$ cat config.mk
export PLATFORM = sky130hd
export DESIGN_NAME = bp_regbank
export DESIGN_NICKNAME = d
export VERILOG_FILES = /design/src/rtl/bp_regbank_pkg.sv /design/src/rtl/bp_field_reg.sv /design/src/rtl/bp_status_reg.sv /design/src/rtl/bp_decode.sv /design/src/rtl/bp_read_port.sv /design/src/rtl/bp_regbank.sv
export SDC_FILE = /design/constraint.sdc
export NUM_CORES = 1
export LEC_CHECK = 0
export CELL_PAD_IN_SITES_DETAIL_PLACEMENT = 0
export CELL_PAD_IN_SITES_GLOBAL_PLACEMENT = 1
export CORE_MARGIN = 2
export CORE_UTILIZATION = 34
export CTS_CLUSTER_DIAMETER = 200
export DETAILED_ROUTE_END_ITERATION = 6
export PLACE_DENSITY = 0.82
export SLEW_MARGIN = 20
export SYNTH_ARGS = -nofsm -noshare
export SYNTH_HDL_FRONTEND = slang
export SYNTH_SLANG_ARGS = --single-unit
$ cat constraint.sdc
create_clock -name clk -period 3.34 [get_ports clk]
set_input_delay 0.668 -clock clk [delete_from_list [all_inputs] [get_ports clk]]
set_output_delay 0.668 -clock clk [all_outputs]
set_load 0.05 [all_outputs]
$ cat src/rtl/bp_regbank_pkg.sv
package bp_regbank_pkg;
  localparam int unsigned BP_DATA_W   = 64;
  localparam int unsigned BP_ADDR_W   = 12;
  localparam int unsigned BP_SPACE_W  = 8;
  localparam int unsigned BP_SEL_LSB  = 8;
  localparam int unsigned BP_VAL_W    = 36;
  localparam int unsigned BP_CTL_W    = 7;
  localparam int unsigned BP_STS_W    = 4;
  localparam int unsigned BP_NUM_REGS = 4;

  typedef enum logic [1:0] {
    BP_IDX_VALUE  = 2'd0,
    BP_IDX_MASK   = 2'd1,
    BP_IDX_CTRL   = 2'd2,
    BP_IDX_STATUS = 2'd3
  } bp_idx_e;
endpackage

$ cat src/rtl/bp_field_reg.sv
module bp_field_reg #(
  parameter int unsigned DATA_W = 64,
  parameter int unsigned KEEP_W = 36
) (
  input  logic              clk,
  input  logic              rst_n,
  input  logic              we,
  input  logic [DATA_W-1:0] wdata,
  output logic [DATA_W-1:0] q
);
  localparam int unsigned PAD_W = DATA_W - KEEP_W;

  logic [KEEP_W-1:0] q_r;
  logic [KEEP_W-1:0] q_nx;
  logic              unused_hi;

  assign unused_hi = ^wdata[DATA_W-1:KEEP_W];

  always_comb begin
    q_nx = q_r;
    if (we) q_nx = wdata[KEEP_W-1:0];
  end

  always_ff @(posedge clk or negedge rst_n) begin
    if (!rst_n) q_r <= '0;
    else if (we) q_r <= q_nx;
  end

  assign q = {{PAD_W{1'b0}}, q_r};
endmodule

$ cat src/rtl/bp_status_reg.sv
module bp_status_reg #(
  parameter int unsigned DATA_W = 64,
  parameter int unsigned KEEP_W = 4
) (
  input  logic              clk,
  input  logic              rst_n,
  input  logic              we,
  input  logic [DATA_W-1:0] wdata,
  input  logic              clr,
  input  logic [KEEP_W-1:0] set,
  output logic [DATA_W-1:0] q
);
  localparam int unsigned PAD_W = DATA_W - KEEP_W;

  logic [KEEP_W-1:0] q_r;
  logic [KEEP_W-1:0] q_nx;
  logic              upd_en;
  logic              unused_hi;

  assign unused_hi = ^wdata[DATA_W-1:KEEP_W];
  assign upd_en    = we | clr | (|set);

  always_comb begin
    q_nx = q_r;
    if (clr) q_nx = '0;
    if (we)  q_nx = wdata[KEEP_W-1:0];
    q_nx = q_nx | set;
  end

  always_ff @(posedge clk or negedge rst_n) begin
    if (!rst_n) q_r <= '0;
    else if (upd_en) q_r <= q_nx;
  end

  assign q = {{PAD_W{1'b0}}, q_r};
endmodule

$ cat src/rtl/bp_decode.sv
module bp_decode #(
  parameter int unsigned ADDR_W     = 12,
  parameter int unsigned SPACE_W    = 8,
  parameter int unsigned SEL_LSB    = 8,
  parameter int unsigned NUM_REGS   = 4,
  parameter logic [SPACE_W-1:0] SPACE_CODE = 8'h38
) (
  input  logic               req_rd,
  input  logic               req_wr,
  input  logic [SPACE_W-1:0] req_space,
  input  logic [ADDR_W-1:0]  req_addr,
  output logic               rd_hit,
  output logic [NUM_REGS-1:0] rd_sel,
  output logic [NUM_REGS-1:0] wr_sel
);
  localparam int unsigned IDX_W = $clog2(NUM_REGS);

  logic             space_ok;
  logic [IDX_W-1:0] idx;
  logic             unused_addr;

  assign space_ok    = (req_space == SPACE_CODE);
  assign idx         = req_addr[SEL_LSB +: IDX_W];
  assign unused_addr = ^{req_addr[ADDR_W-1:SEL_LSB+IDX_W], req_addr[SEL_LSB-1:0]};
  assign rd_hit      = req_rd & space_ok;

  always_comb begin
    rd_sel = '0;
    wr_sel = '0;
    for (int i = 0; i < int'(NUM_REGS); i++) begin
      rd_sel[i] = rd_hit & (idx == IDX_W'(i));
      wr_sel[i] = req_wr & space_ok & (idx == IDX_W'(i));
    end
  end
endmodule

$ cat src/rtl/bp_read_port.sv
module bp_read_port #(
  parameter int unsigned DATA_W   = 64,
  parameter int unsigned NUM_REGS = 4
) (
  input  logic                             clk,
  input  logic                             rst_n,
  input  logic                             rd_hit,
  input  logic [NUM_REGS-1:0]              rd_sel,
  input  logic [NUM_REGS-1:0][DATA_W-1:0]  regs,
  output logic                             rsp_valid,
  output logic [DATA_W-1:0]                rsp_rdata
);
  logic [DATA_W-1:0] mux_d;
  logic [DATA_W-1:0] rdata_nx;
  logic              rdata_en;

  always_comb begin
    mux_d = '0;
    for (int i = 0; i < int'(NUM_REGS); i++) begin
      if (rd_sel[i]) mux_d = mux_d | regs[i];
    end
  end

  assign rdata_nx = rd_hit ? mux_d : '0;
  assign rdata_en = rd_hit | rsp_valid;

  always_ff @(posedge clk or negedge rst_n) begin
    if (!rst_n) begin
      rsp_valid <= 1'b0;
      rsp_rdata <= '0;
    end else begin
      rsp_valid <= rd_hit;
      if (rdata_en) rsp_rdata <= rdata_nx;
    end
  end
endmodule

$ cat src/rtl/bp_regbank.sv
module bp_regbank
  import bp_regbank_pkg::*;
#(
  parameter int unsigned DATA_W  = BP_DATA_W,
  parameter int unsigned ADDR_W  = BP_ADDR_W,
  parameter int unsigned SPACE_W = BP_SPACE_W,
  parameter int unsigned SEL_LSB = BP_SEL_LSB,
  parameter int unsigned VAL_W   = BP_VAL_W,
  parameter int unsigned CTL_W   = BP_CTL_W,
  parameter int unsigned STS_W   = BP_STS_W,
  parameter logic [SPACE_W-1:0] SPACE_CODE = 8'h38
) (
  input  logic               clk,
  input  logic               rst_n,
  input  logic               req_rd,
  input  logic               req_wr,
  input  logic [SPACE_W-1:0] req_space,
  input  logic [ADDR_W-1:0]  req_addr,
  input  logic [DATA_W-1:0]  req_wdata,
  input  logic [STS_W-1:0]   evt_set,
  output logic               rsp_valid,
  output logic [DATA_W-1:0]  rsp_rdata
);
  localparam int unsigned NUM_REGS = BP_NUM_REGS;
  localparam int unsigned STS_IDX  = int'(BP_IDX_STATUS);

  logic [1:0]                         rst_pipe;
  logic                               rst_sync_n;
  logic                               rd_hit;
  logic [NUM_REGS-1:0]                rd_sel;
  logic [NUM_REGS-1:0]                wr_sel;
  logic [NUM_REGS-1:0][DATA_W-1:0]    reg_q;

  always_ff @(posedge clk or negedge rst_n) begin
    if (!rst_n) rst_pipe <= 2'b00;
    else        rst_pipe <= {rst_pipe[0], 1'b1};
  end
  assign rst_sync_n = rst_pipe[1];

  bp_decode #(
    .ADDR_W(ADDR_W), .SPACE_W(SPACE_W), .SEL_LSB(SEL_LSB),
    .NUM_REGS(NUM_REGS), .SPACE_CODE(SPACE_CODE)
  ) u_dec (
    .req_rd(req_rd), .req_wr(req_wr), .req_space(req_space),
    .req_addr(req_addr), .rd_hit(rd_hit), .rd_sel(rd_sel), .wr_sel(wr_sel)
  );

  for (genvar g = 0; g < int'(STS_IDX); g++) begin : g_plain
    localparam int unsigned KW = (g == int'(BP_IDX_CTRL)) ? CTL_W : VAL_W;
    bp_field_reg #(.DATA_W(DATA_W), .KEEP_W(KW)) u_reg (
      .clk(clk), .rst_n(rst_sync_n), .we(wr_sel[g]),
      .wdata(req_wdata), .q(reg_q[g])
    );
  end

  bp_status_reg #(.DATA_W(DATA_W), .KEEP_W(STS_W)) u_sts (
    .clk(clk), .rst_n(rst_sync_n), .we(wr_sel[STS_IDX]), .wdata(req_wdata),
    .clr(rd_sel[STS_IDX]), .set(evt_set), .q(reg_q[STS_IDX])
  );

  bp_read_port #(.DATA_W(DATA_W), .NUM_REGS(NUM_REGS)) u_rd (
    .clk(clk), .rst_n(rst_sync_n), .rd_hit(rd_hit), .rd_sel(rd_sel),
    .regs(reg_q), .rsp_valid(rsp_valid), .rsp_rdata(rsp_rdata)
  );
endmodule

==> results.cfg <==
[outcome]
outcome = finished clean

[logic_synthesis]
ys.flop_type = dfrtp_1
synth-seq-cells = 122
synth_edf_count = 0
synth.distinct_cells = 25
syn_area_um2 = 5580
seq_area_frac_synth_pct = 54.7
yosys_warnings = 0
syn_avg_cell_area_um2 = 13.5
synthCells = 414
synthArstFlopShare_pct = 100

[global_route]
grt_first_pass_wirelength_um = 19100
antenna_found_initial = 0
grt_pass1_vias = 3658
grt_max_degree = 66
grt_overflow = 0
grt_usage_pct = 14.1

[sta]
holdWs_ns = 0.350
finalCritPeriodShare_pct = 68.5
finalHoldViolCount = 0
worst_pin_slew_ns = 0.868
timing.fmax_mhz = 437
fin_skew_ns = 0.00529
finalSetupViolCount = 0
slew_viol_final = 0
rsz0062_at_grt = no
setup_tns_ns = 0
maxSlewHeadroom_pct = 42.1
fin_crit_ns = 2.29
final.setup.worst_slack_ns = 1.05

[critical_path]
rr_worst_depth = 3
cp.depth = 4
max_stage_delay_ns = 0.57
crit_type = primary input to flip-flop
critPathBufInv = 1
endpoint_kind = flip-flop
cp_max_fo = 4
crit_arrival_ns = 2.58
required_ns = 3.63
crit_slowest_cell = or4_4
startpoint_type = primary input
crit_chain = clkdlybuf4s50_1 -> or4_1 -> or4_4 -> a221o_1
cp_top_family = simple AND/OR/NAND/NOR gates

[finish]
drive_gt1_share_pct = 31.3
fillers = 1456
antenna_cells = 0
area_growth_pct = 29.9
final_nets = 600
instances_no_fill = 737
final_common_cell = dfrtp_1
fin_util_pct = 45.5
final_cell_mix = dfrtp_1, mux2_2, clkdlybuf4s50_1, nor2b_1, mux2i_1

[clock_tree]
cts_root_buf = clkbuf_16
clock_latency_ns = 0.41
cts_buffer_depth = 2
cts_buffers = 17
cts_tree = built
path_clk_slew_ns = 0.05
cts_sinks = 122
cts_resized = 0
holdBufCountCts = 0
htree_levels = 4
cts_setup_buffers = 0

[die]
ioPinCount = 157
die_w_um = 132
row_count = 46
start_util_pct = 35.0
core_area_um2 = 15900
dieArea_um2 = 17500
die_h_um = 132

[detailed_routing]
drc = 0
wirelength_um = 11600
via_per_inst = 4.64
wl_per_cell_um = 15.7
drtIter0Drc = 116
vias = 3422
ant_nets = 0
dr.pass1.iters = 4

[hold_path]
hold_depth = 0
hp-class = flip-flop to flip-flop

[power]
power_density_nw_per_um2 = 507
peakVddDrop_mv = 0.325
leakagePower_nw = 3.57

[placement]
pre_cts_slack_ns = 0.621
place_congestion = 0.737
portBuffers = 90
place_inst = 705
dp_hpwl_um = 7290

[run]
drv_cap = 0
## cells in the mapped netlist, types with 3 or more instances
master     instances  area (um^2)
dfrtp_1          122         3050
mux2_2           112         1260
mux2i_1           35          350
nor2b_1           35          219
nor2_1            31          116
buf_4             28          210
clkbuf_1          12         45.0
buf_2              9         45.0
a221o_1            4         40.0
mux4_2             4         90.1
a2bb2oi_1          3         26.3
nand2b_1           3         18.8
## flip-flops by register name, summed over array words and instances (netlist names)
| name | cells |
|---|---|
| g_plain.u_reg.q_r | 79 |
| rst_pipe | 2 |
| u_rd.rsp_rdata | 36 |
| u_rd.rsp_valid | 1 |
| u_sts.q_r | 4 |
## worst paths after layout
| path | startpoint | end | slack [ns] |
|---|---|---|---|
| worst max-delay path | req_space[1] | u_sts.q_r[0]$_DFFE_PN0P_ | 1.05 |
| worst min register to register | rst_pipe[0]$_DFF_PN0_ | rst_pipe[1]$_DFF_PN0_ | 0.35 |
| worst max register to register | u_rd.rsp_valid$_DFF_PN0_ | u_rd.rsp_rdata[17]$_DFFE_PN0P_ | 2.09 |
| max in group asynchronous | rst_pipe[1]$_DFF_PN0_ | g_plain[1].u_reg.q_r[6]$_DFFE_PN0P_ | 2.12 |
| min in group asynchronous | rst_n | rst_pipe[1]$_DFF_PN0_ | 0.41 |
| worst min-delay path | rst_pipe[0]$_DFF_PN0_ | rst_pipe[1]$_DFF_PN0_ | 0.35 |
## metal layers
| metal | global-route usage (%) | up-vias | share of wire (%) |
|---|---|---|---|
| met5 | 0 | - | 0 |
| met4 | 6.10 | 0 | 1.8 |
| met2 | 24.0 | 91 | 51 |
| li1 | - | 1581 | - |
| met1 | 16.6 | 1734 | 43 |
| met3 | 4.15 | 16 | 4.5 |
## cell families (layout without fill, tap and decap cells)
| kind of cell | count (synthesis) | in the layout | share of synthesized area [%] |
|---|---|---|---|
| mux | 151 | 151 | 30.5 |
| flops | 122 | 122 | 54.7 |
| simple gates | 80 | 80 | 7.93 |
| buf+inv | 52 | 132 | 5.58 |
| compound gates | 7 | 7 | 1.19 |
| other cells | 2 | 29 | 0.135 |
## where the power goes
| group | internal [mW] | switching [mW] | total [mW] | leakage, nW |
|---|---|---|---|---|
| sequential | 1.50 | 0.0258 | 1.53 | 1.66 |
| clock | 1.22 | 0.657 | 1.88 | 0.298 |
| combinational | 0.103 | 0.167 | 0.270 | 1.61 |
| total | 2.83 | 0.849 | 3.68 | 3.57 |
## through the flow
stage / cell area, um^2 / power (mW)
2_1_floorplan: 5690 / 1.73
3_3_place_gp: 6640 / 1.82
6_report: 7250 / 3.68
3_5_place_dp: 6640 / 1.83
5_1_grt: 7250 / 3.82
4_1_cts: 7250 / 3.73
## final cells by class
cell class / count / area (um^2) / share of cell area, %
Tap cell: 216 / 270 / 3.73
Clock inverter: 12 / 146 / 2.02
Clock buffer: 20 / 467 / 6.44
Inverter: 2 / 7.51 / 0.104
Timing Repair Buffer: 98 / 976 / 13.5
Sequential cell: 122 / 3060 / 42.2
Multi-Input combinational cell: 267 / 2330 / 32.1
Note: power is estimated with default switching activity, not from simulation.
